--- src/rtl/sprint_pkg.sv ---
package sprint_pkg;

  function automatic int unsigned node_col(input int unsigned idx, input int unsigned width);
    return idx % width;
  endfunction

  function automatic int unsigned node_row(input int unsigned idx, input int unsigned width);
    return idx / width;
  endfunction

  // Squared Euclidean distance between two node indices: same order as the root.
  function automatic int unsigned dist_sq(input int unsigned a, input int unsigned b,
                                          input int unsigned width);
    int dx;
    int dy;
    dx = int'(node_col(a, width)) - int'(node_col(b, width));
    dy = int'(node_row(a, width)) - int'(node_row(b, width));
    return int'(dx * dx + dy * dy);
  endfunction

  // Saturate a request into the legal range 1..nodes.
  function automatic int unsigned sat_level(input int unsigned req, input int unsigned nodes);
    if (req == 0) return 1;
    if (req > nodes) return nodes;
    return req;
  endfunction

endpackage

--- src/rtl/sprint_level_reg.sv ---
module sprint_level_reg #(
  parameter int unsigned NODES = 16,
  parameter int unsigned CNT_W = $clog2(NODES + 1)
) (
  input  logic             clk,
  input  logic             rst_n,
  input  logic             load_i,
  input  logic [CNT_W-1:0] level_i,
  output logic [CNT_W-1:0] level_q
);
  localparam logic [CNT_W-1:0] LVL_MIN = CNT_W'(1);
  localparam logic [CNT_W-1:0] LVL_MAX = CNT_W'(NODES);

  logic [CNT_W-1:0] sat_lvl;
  logic [CNT_W-1:0] level_d;

  always_comb begin
    if (level_i == '0) begin
      sat_lvl = LVL_MIN;
    end else if (level_i > LVL_MAX) begin
      sat_lvl = LVL_MAX;
    end else begin
      sat_lvl = level_i;
    end
    level_d = load_i ? sat_lvl : level_q;
  end

  always_ff @(posedge clk or negedge rst_n) begin
    if (!rst_n) begin
      level_q <= LVL_MIN;
    end else begin
      level_q <= level_d;
    end
  end
endmodule

--- src/rtl/sprint_node_rank.sv ---
module sprint_node_rank #(
  parameter int unsigned NODES      = 16,
  parameter int unsigned MESH_W     = 4,
  parameter int unsigned MASTER_IDX = 0,
  parameter int unsigned NODE_IDX   = 0,
  parameter int unsigned RANK_W     = $clog2(NODES)
) (
  output logic [RANK_W-1:0] rank_o
);
  import sprint_pkg::*;

  localparam int unsigned MY_D = dist_sq(NODE_IDX, MASTER_IDX, MESH_W);

  // One bit per other node: that node precedes this one in the activation order.
  logic [NODES-1:0] ahead;

  for (genvar j = 0; j < NODES; j++) begin : g_cmp
    localparam int unsigned OTHER_D = dist_sq(j, MASTER_IDX, MESH_W);
    if (j == NODE_IDX) begin : g_self
      assign ahead[j] = 1'b0;
    end else begin : g_other
      logic closer;
      logic tie_first;
      assign closer    = (OTHER_D < MY_D);
      assign tie_first = (OTHER_D == MY_D) && (j < NODE_IDX);
      assign ahead[j]  = closer | tie_first;
    end
  end

  always_comb begin
    rank_o = '0;
    for (int k = 0; k < NODES; k++) begin
      rank_o = rank_o + RANK_W'(ahead[k]);
    end
  end
endmodule

--- src/rtl/sprint_link_derive.sv ---
module sprint_link_derive #(
  parameter int unsigned MESH_W = 4,
  parameter int unsigned NODES  = 16
) (
  input  logic [NODES-1:0] mask_i,
  output logic [NODES-1:0] east_o,
  output logic [NODES-1:0] west_o
);
  for (genvar i = 0; i < NODES; i++) begin : g_node
    if ((i % MESH_W) != (MESH_W - 1)) begin : g_has_east
      assign east_o[i] = mask_i[i] & mask_i[i+1];
    end else begin : g_edge_east
      assign east_o[i] = 1'b0;
    end
    if ((i % MESH_W) != 0) begin : g_has_west
      assign west_o[i] = mask_i[i] & mask_i[i-1];
    end else begin : g_edge_west
      assign west_o[i] = 1'b0;
    end
  end
endmodule

--- src/rtl/sprint_node_ctrl.sv ---
module sprint_node_ctrl #(
  parameter int unsigned MESH_W     = 4,
  parameter int unsigned MESH_H     = 4,
  parameter int unsigned MASTER_IDX = 0,
  parameter int unsigned NODES      = MESH_W * MESH_H,
  parameter int unsigned CNT_W      = $clog2(NODES + 1)
) (
  input  logic             clk,
  input  logic             rst_n,
  input  logic             load_i,
  input  logic [CNT_W-1:0] level_i,
  output logic [NODES-1:0] active_mask_o,
  output logic [NODES-1:0] gate_en_o,
  output logic [NODES-1:0] conn_east_o,
  output logic [NODES-1:0] conn_west_o
);
  localparam int unsigned RANK_W = $clog2(NODES);

  logic [CNT_W-1:0]  level_q;
  logic [RANK_W-1:0] rank_w [NODES];
  logic [NODES-1:0]  mask_w;

  sprint_level_reg #(.NODES(NODES), .CNT_W(CNT_W)) level_reg_i (
    .clk     (clk),
    .rst_n   (rst_n),
    .load_i  (load_i),
    .level_i (level_i),
    .level_q (level_q)
  );

  for (genvar i = 0; i < NODES; i++) begin : g_rank
    sprint_node_rank #(
      .NODES      (NODES),
      .MESH_W     (MESH_W),
      .MASTER_IDX (MASTER_IDX),
      .NODE_IDX   (i),
      .RANK_W     (RANK_W)
    ) rank_i (
      .rank_o (rank_w[i])
    );
    // A node is on when fewer nodes precede it than the captured level.
    assign mask_w[i] = (CNT_W'(rank_w[i]) < level_q);
  end

  sprint_link_derive #(.MESH_W(MESH_W), .NODES(NODES)) link_i (
    .mask_i (mask_w),
    .east_o (conn_east_o),
    .west_o (conn_west_o)
  );

  assign active_mask_o = mask_w;
  assign gate_en_o     = ~mask_w;
endmodule

--- config.mk ---
export PLATFORM = sky130hd
export DESIGN_NAME = sprint_node_ctrl
export DESIGN_NICKNAME = d
export VERILOG_FILES = /design/src/rtl/sprint_pkg.sv /design/src/rtl/sprint_level_reg.sv /design/src/rtl/sprint_node_rank.sv /design/src/rtl/sprint_link_derive.sv /design/src/rtl/sprint_node_ctrl.sv
export SDC_FILE = /design/constraint.sdc
export NUM_CORES = 1
export LEC_CHECK = 0
export BUFFER_PORTS_ARGS = -buffer_cell sky130_fd_sc_hd__buf_2
export CORE_MARGIN = 5
export CORE_UTILIZATION = 30
export DETAILED_ROUTE_END_ITERATION = 8
export HOLD_SLACK_MARGIN = 0.1
export PLACE_DENSITY = 0.7
export SYNTH_ARGS = -nofsm -noshare
export SYNTH_HDL_FRONTEND = slang
export SYNTH_SLANG_ARGS = --single-unit
--- constraint.sdc ---
create_clock -name clk -period 1.5 [get_ports clk]
set_input_delay 0.075 -clock clk [delete_from_list [all_inputs] [get_ports clk]]
set_output_delay 0.075 -clock clk [all_outputs]
set_load 0.1 [all_outputs]
==> results of run 1 <==
==> per-stage QoR <==
| stage | cell area (um^2) | util, % | TNS, ps | instances | hold WS [ps] |
|---|---|---|---|---|---|
| after floorplan | 1150 | - | -22910 | 104 | -221 |
| after global placement | 2120 | 95.9 | 0 | 178 | -113 |
| after detailed placement | 2120 | 95.9 | 0 | 178 | -104 |
==> logic make-up after synthesis <==
| group | synth area share (%) |
|---|---|
| buffers and inverters | 39.2 |
| AO/OA/AOI/OAI | 22.5 |
| AND/OR/NAND/NOR | 19.4 |
| flip-flops | 18.3 |
| other | 0.544 |
==> Yosys cell counts, drive strengths merged <==
library cell | number | area, um^2
a21o | 4 | 30.0
a21oi | 6 | 30.0
a31oi | 2 | 12.5
a41oi | 1 | 8.76
and2 | 2 | 12.5
buf | 29 | 218
clkbuf | 1 | 3.75
conb | 1 | 3.75
dfrtp | 4 | 100
dfstp | 1 | 26.3
inv | 13 | 48.8
nand2 | 7 | 26.3
nand2b | 1 | 6.26
nand3 | 3 | 15.0
nand3b | 3 | 22.5
nor2 | 4 | 17.5
nor3 | 2 | 21.3
o21ai | 7 | 35.0
o221a | 1 | 11.3
o31ai | 3 | 27.5
or2 | 2 | 12.5
==> out/metrics.yaml, run 1 <==
cts:
  post_cts_buffers: 16
  h-tree-depth: 1
  cts_root_buffer: "clkbuf_4"
  clkSinkCount: 5
  ctsHoldBuffers: 1
  cts_resized: 26
  clockBufferDepth: 2
  cts_buffers: 3
logic_synthesis:
  yosys_warnings: 0
  synthCells: 97
  syn_avg_cell_area_um2: 7.11
  syn_area_um2: 689
  ys_seq_area_share_pct: 18.3
  synth_cell_types: 28
  ys_ff_latch: 5
die:
  die_w_um: 57.9
  top_level_ports: 72
  start_util_pct: 31.2
  fp.dieH_um: 57.9
  placementRows: 17
placement:
  numPortBuffers: 63
  post-place-ws_ps: 17.6
  globalplace.congestion: 0.697
  dp_hpwl_mm: 3.50
status:
  status: "aborted with a tool error"
  first-error: "[ERROR DPL-0038] Utilization greater than 100%, impossible to legalize"
  lastStage: "4_1_cts"
==> run 2: changes to the inputs <==
Settings changed: CORE_AREA set to 5 5 66 68, CORE_MARGIN 5 to not set, CORE_UTILIZATION 30 to not set, DIE_AREA set to 0 0 71 73, HOLD_SLACK_MARGIN 0.1 to not set, PLACE_DENSITY 0.7 to not set, PLACE_DENSITY_LB_ADDON set to 0.15.
==> out/metrics.yaml, run 2 <==
status:
  status: "complete, but fails checks"
  violations: "negative setup slack"
grt:
  grt_start_max_net_pins: 11
  grt-ovfl-total: 0
  antenna_found_initial: 0
  grt_pass1_wl_mm: 4.62
  first_global_vias: 914
  grt_use_total_pct: 10.8
pwr:
  cellPowerDensity_nw_per_um2: 1340
  pwr-share-seq_pct: 5.5
  p_int_mw: 1.27
  netSwitchingFraction_pct: 60.5
  clkPwrFrac_pct: 7.9
  ir_drop_mv: 0.544
  leakage_nw: 1.04
  power_switching_mw: 1.93
  power_frac_comb_pct: 86.6
cts:
  clk_latency_ps: 220
  cts_buffers: 3
  clkSinkCount: 5
  clkTransAtPathRegs_ps: 40
  cts_root_buffer: "clkbuf_8"
  cts_tree: "built"
  clockBufferDepth: 2
  h-tree-depth: 1
placement:
  dp_hpwl_mm: 2.40
  numPortBuffers: 63
  globalplace.congestion: 0.655
sta:
  fin_ws_ps: -50.7
  period_share_pct: 103
  rsz0062_at_grt: "yes"
  setup_viol: 16
  fmax_ghz: 0.645
  tns_ps: -428
  clock_skew_ps: 0
  min_period_ps: 1550
  slew_violations: 0
  hold_viol_final: 0
die:
  top_level_ports: 72
  placementRows: 23
  start_util_pct: 18.1
  die_w_um: 71
  core_um2: 3800
  die_area_um2: 5180
  fp.dieH_um: 73
worst_hold_path:
  min_path_type: "in -> reg"
logic_synthesis:
  synthCells: 97
  ys_seq_area_share_pct: 18.3
  ys_ff_latch: 5
  synthTopCellsByCount: "buf_4, inv_1, nand2_1, o21ai_0, a21oi_1"
  synth_top_area_share_pct: 26.1
  synth_area_leader_cell: "buf_4"
  async_reset_ff_share_pct: 100
  synth_edf_count: 0
  syn_avg_cell_area_um2: 7.11
  synth_cell_types: 28
  yosys_warnings: 0
  synthTopCellsByArea: "buf_4, dfrtp_1, o21ai_0"
  syn_area_um2: 689
  yosysMostFrequentCell: "buf_4"
  synth_flop_cell: "dfrtp_1"
worst_setup_path:
  cp-end-kind: "output pin"
  max_stage_delay_ps: 410
  arrival_ps: 1480
  crit_required_ps: 1420
  cp_max_fo: 4
  crit_chain: "buf_6 > nor3_4 > buf_6 > inv_1 > buf_12"
  startpoint_type: "register"
  cpMaxStageDelayCell: "dfrtp_1"
  crit_top_cell: "buf_6"
  critPathKind: "reg -> out"
route:
  dr.first_iter.drc_count: 19
  dr_total_vias: 877
  wl_mm: 2.83
  avgRoutedWirePerCell_um: 13.1
  drtPass1Iterations: 3
  drc: 0
  avgViaCountPerCell: 4.04
  antenna_left: 0
final_layout:
  nets: 176
  layout_common_cells: "buf_12, buf_4, conb_1"
  largest_register: "level_reg_i.level_q"
  num-fill-cells: 294
  fin_util_pct: 62.7
  diodes: 0
  top_regs: "level_reg_i.level_q x5"
  drive_above_1_share_pct: 82.6
  final_common_cell: "buf_12"
  largest_register_ffs: 5
  area_growth_pct: 246
flow_run:
  maxCapViolations: 0
[run 2: cell counts after synthesis]
Identical to the previous run, type by type.
[run 2: power groups by stage]
stage	Combinational, mW	Clock [mW]	Sequential, mW
2_1_floorplan	1.92	0	0.167
6_report	2.77	0.253	0.175
3_5_place_dp	2.69	0	0.179
5_1_grt	2.84	0.269	0.178
3_3_place_gp	2.67	0	0.179
4_1_cts	2.77	0.262	0.174
[run 2: worst paths after layout]
| kind | slack, ps | startpoint | to | cells past startpoint |
|---|---|---|---|---|
| max | -50 | level_reg_i.level_q[2] | conn_east_o[4] | 5 |
| min | 120 | level_i[1] | level_reg_i.level_q[1] | 3 |
| max reg2reg | 520 | level_reg_i.level_q[4] | level_reg_i.level_q[4] | 3 |
| min reg2reg | 710 | level_reg_i.level_q[0] | level_reg_i.level_q[0] | 1 |
| max in group asynchronous | 1100 | rst_n | level_reg_i.level_q[0] | 2 |
| min in group asynchronous | 190 | rst_n | level_reg_i.level_q[1] | 2 |
[run 2: repair_timing]
action                                  4_1_cts  5_1_grt
hold buffers                                  1        0
gates resized for setup                       7       10
pin swaps                                     6        5
buffers inserted                             10        1
endpoints found under the hold margin         5        0
endpoints found under the setup margin       30       34
[run 2: per-layer routing]
layer | vias to the layer above | GRT usage (%) | share of wire (%)
li1 | 429 | - | -
met3 | 2 | 3.86 | 8.5
met5 | - | 0 | 0
met4 | 0 | 1.88 | 0.35
met1 | 405 | 12.3 | 35
met2 | 41 | 19.8 | 56
[run 2: kinds of logic after synthesis]
group | share of synthesized area [%]
other | 0.544
and+or+nand+nor | 19.4
buffers and inverters | 39.2
AOI/OAI and AO/OA | 22.5
DFF | 18.3
[run 2: critical path: cells and delay by family (launching register included)]
kind                   cells  cell delay (ps)
buffers and inverters      4              600
DFF                        1              410
and+or+nand+nor            1              230
[run 2: area by class of cell]
type / count / area [um^2] / share of cell area (%)
inverter: 13 / 81.3 / 3.41
timing repair buffer: 89 / 1430 / 60.0
multi-input combinational: 56 / 634 / 26.6
sequential: 5 / 130 / 5.46
clock buffer: 4 / 45.0 / 1.89
tap: 50 / 62.6 / 2.62
[run 2: through the flow]
step                std cells  hold WS, ps  cell area [um^2]  setup WS (ps)  power [mW]
floorplan                 104         -221              1150          -1440        2.09
detailed placement        201         -107              2170            112        2.86
global placement          201         -111              2170            132        2.85
CTS                       216          115              2340          -40.1        3.20
finish                    217          115              2380          -50.7        3.20
global route              217          137              2380          -96.3        3.29
(Power assumes the default switching activity.)
==> run 3: changes to the inputs <==
Clock period 1.5 ns to 1.9 ns, I/O delays scaled along.
==> out/metrics.yaml, run 3 (synthesized netlist as in run 2, its figures left out) <==
status:
  status: "finished clean"
worst_setup_path:
  reg2reg_slack_ps: 520
  startpoint_type: "register"
  r2r_cells: 2
  cp_max_fo: 12
  arrival_ps: 1720
  critPathKind: "reg -> out"
  endpoint: "conn_west_o[3]"
  timing.rr.end: "level_reg_i.level_q[1]"
  startpoint: "level_reg_i.level_q[1]"
  crit_required_ps: 1800
  reg2reg_from: "level_reg_i.level_q[1]"
  cp-end-kind: "output pin"
sta:
  rsz0062_at_grt: "no"
  hold_viol_final: 0
  clock_skew_ps: 0
  slew_violations: 0
  tns_ps: 0
  fmax_ghz: 0.552
  timing.slew.headroom_pct: 57.4
  worst-slew-pin-transition_ps: 638
  setup_viol: 0
  period_share_pct: 95.4
  min_period_ps: 1810
route:
  antenna_left: 0
  dr_total_vias: 781
  drc: 0
  avgViaCountPerCell: 3.96
  drtPass1Iterations: 2
  wl_mm: 2.53
  avgRoutedWirePerCell_um: 12.8
  dr.first_iter.drc_count: 15
grt:
  first_global_vias: 762
  grt_start_max_net_pins: 16
  grt-ovfl-total: 0
  grt_use_total_pct: 9.21
  grt_pass1_wl_mm: 3.91
  antenna_found_initial: 0
cts:
  h-tree-depth: 1
  cts_buffers: 3
  clkTransAtPathRegs_ps: 30
  cts_tree: "built"
  clk_latency_ps: 210
  post_cts_buffers: 0
  clkSinkCount: 5
  cts_root_buffer: "clkbuf_8"
  clockBufferDepth: 2
die:
  fp.dieH_um: 73
  start_util_pct: 18.1
  core_um2: 3800
  placementRows: 23
  top_level_ports: 72
  die_area_um2: 5180
  die_w_um: 71
pwr:
  cellPowerDensity_nw_per_um2: 1190
  leakage_nw: 0.839
  ir_drop_mv: 0.441
  total_power_mw: 2.27
worst_hold_path:
  min_path_type: "in -> reg"
final_layout:
  top_regs: "level_reg_i.level_q x5"
  largest_register: "level_reg_i.level_q"
  area_growth_pct: 177
  nets: 156
  largest_register_ffs: 5
  diodes: 0
  drive_above_1_share_pct: 74.8
  final_common_cell: "buf_12"
  layout_common_cells: "buf_12, buf_2, conb_1"
  stdcell_count: 197
placement:
  dp_hpwl_mm: 2.27
  numPortBuffers: 63
  globalplace.congestion: 0.797
  dp.cells: 192
flow_run:
  maxCapViolations: 0
==> run 3: changes by cell type in the layout (fill, tap and decap cells not counted), sizes merged <==
cell,previous run,this run
buf,88,68
==> run 3: worst max-delay path, stage by stage, from the launching register on <==
cell,delay (ps)
dfrtp_1,600
or2_2,450
a21o_1,260
buf_12,190
==> run 3: layer usage <==
| layer | global-route usage (%) | part of all wire [%] |
|---|---|---|
| met1 | 10.5 | 38 |
| met3 | 3.03 | 8.9 |
| met4 | 1.25 | 0 |
| met2 | 17.1 | 53 |
| met5 | 0 | 0 |
==> run 3: report_power, final <==
| part | total (mW) | leakage, nW | internal [mW] | switching (mW) |
|---|---|---|---|---|
| clock | 0.190 | 0.0228 | 0.144 | 0.0467 |
| combinational | 1.91 | 0.758 | 0.555 | 1.36 |
| sequential | 0.173 | 0.0578 | 0.119 | 0.0547 |
==> run 3: what timing repair did <==
action,in CTS,in global routing
setup endpoints to repair,2,0
resized for setup,1,0
hold endpoints to repair,5,0
hold buffers,1,0
==> run 3: how the worst min path moves through the flow <==
stage / from / endpoint / slack (ps) / cells after the start
6_report: level_i[2] / level_reg_i.level_q[2] / 150 / 3
5_1_grt: level_i[4] / level_reg_i.level_q[4] / 160 / 3
4_1_cts: level_i[2] / level_reg_i.level_q[2] / 150 / 3
3_5_place_dp: rst_n / level_reg_i.level_q[1] / -90 / 1
3_3_place_gp: rst_n / level_reg_i.level_q[1] / -90 / 1
2_1_floorplan: rst_n / level_reg_i.level_q[1] / -200 / 0
==> run 3: metrics by stage <==
step | hold slack [ps] | util (%) | setup slack (ps) | area, um^2
after floorplan | -201 | - | -1060 | 1030
after global placement | -91.9 | 48.8 | 274 | 1850
after detailed placement | -86.9 | 48.8 | 234 | 1850
after CTS | 146 | 50.3 | 72.6 | 1910
after global routing | 157 | 50.3 | 18.3 | 1910
final | 145 | 50.3 | 87.5 | 1910
==> run 3: layout make-up <==
class | instances | area (um^2)
clock buffer | 4 | 45.0
fill | 357 | 1890
inverter | 13 | 63.8
multi-input combinational | 56 | 554
sequential | 5 | 130
tap | 50 | 62.6
timing repair buffer | 69 | 1050
==> run 4: changes to the inputs <==
Settings changed: BUFFER_PORTS_ARGS -buffer_cell sky130_fd_sc_hd__buf_2 to -buffer_cell sky130_fd_sc_hd__buf_4.
==> out/metrics.yaml, run 4 (synthesized netlist as in run 2, its figures left out) <==
status:
  status: "finished clean"
worst_hold_path:
  min_path_type: "in -> reg"
  worstHoldPathCells: 3
final_layout:
  largest_register: "level_reg_i.level_q"
  top_regs: "level_reg_i.level_q x5"
  stdcell_area_um2: 1380
  layout_common_cells: "buf_4, conb_1, inv_1"
  area_growth_pct: 101
  final_common_cell: "buf_4"
  fin_util_pct: 36.4
  largest_register_ffs: 5
  nets: 157
  diodes: 0
  stdcell_count: 198
  drive_above_1_share_pct: 74.3
placement:
  post-place-ws_ps: 321
  globalplace.congestion: 0.804
  numPortBuffers: 63
  dp.cells: 193
  postPlaceCellArea_um2: 1330
  dp_hpwl_mm: 1.96
worst_setup_path:
  crit_required_ps: 1800
  cp_max_fo: 9
  arrival_ps: 1690
  critPathKind: "reg -> out"
  startpoint_type: "register"
  cp-end-kind: "output pin"
  r2r_cells: 2
sta:
  clock_skew_ps: 0
  fin_ws_ps: 112
  min_period_ps: 1790
  tns_ps: 0
  hold_viol_final: 0
  rsz0062_at_grt: "no"
  slew_violations: 0
  setup_viol: 0
  whs_ps: 119
  fmax_ghz: 0.559
  period_share_pct: 94.1
grt:
  antenna_found_initial: 0
  first_global_vias: 755
  grt_pass1_wl_mm: 3.71
  grt_use_total_pct: 8.83
  grt-ovfl-total: 0
  grt_start_max_net_pins: 14
route:
  avgViaCountPerCell: 3.94
  dr_total_vias: 780
  drc: 0
  avgRoutedWirePerCell_um: 11.6
  dr.first_iter.drc_count: 12
  wl_mm: 2.30
  antenna_left: 0
  drtPass1Iterations: 4
cts:
  h-tree-depth: 1
  clockBufferDepth: 2
  cts_tree: "built"
  clk_latency_ps: 220
  cts_root_buffer: "clkbuf_8"
  cts_resized: 0
  clkSinkCount: 5
  cts_buffers: 3
  clkTransAtPathRegs_ps: 30
die:
  fp.dieH_um: 73
  core_um2: 3800
  placementRows: 23
  die_area_um2: 5180
  start_util_pct: 18.1
  die_w_um: 71
  top_level_ports: 72
pwr:
  leakage_nw: 0.649
  total_power_mw: 1.94
  cellPowerDensity_nw_per_um2: 1400
  ir_drop_mv: 0.382
flow_run:
  maxCapViolations: 0
## run 4: power by group
part	total [mW]	internal [mW]	switching [mW]
Combinational	1.60	0.281	1.32
Clock	0.196	0.144	0.0524
Sequential	0.147	0.119	0.0276
Total	1.94	0.544	1.40
## run 4: cell type report
class                      instances  area [um^2]
fill                             418         2420
multi-input combinational         56          554
timing repair buffer              70          528
sequential                         5          129
inverter                          13         63.8
tap                               50         62.6
clock buffer                       4         45.0
## run 4: critical path, stage by stage, from the launching register on
cell     delay [ps]
dfstp_2         680
nand3_1         320
and2_4          250
buf_4           220
## run 4: routing by layer
layer | global-route usage [%] | wire, um | up-vias
met4 | 3.76 | 14 | 0
met3 | 2.75 | 251 | 2
met1 | 10.2 | 854 | 347
met2 | 15.0 | 1180 | 41
li1 | - | - | 390
met5 | 0 | 0 | -
## run 4: timing repair
action	CTS	global route
hold endpoints to repair	5	0
hold buffers	1	0
setup buffers	0	0
## run 4: path summary, 6_finish.rpt
check                                        from                     end  slack (ps)
setup / recovery           level_reg_i.level_q[0]            gate_en_o[6]         110
hold / removal                         level_i[2]  level_reg_i.level_q[2]         120
hold reg to reg            level_reg_i.level_q[3]  level_reg_i.level_q[3]         720
max in group asynchronous                   rst_n  level_reg_i.level_q[0]        1500
min in group asynchronous                   rst_n  level_reg_i.level_q[2]         210
setup reg to reg           level_reg_i.level_q[1]  level_reg_i.level_q[1]         720
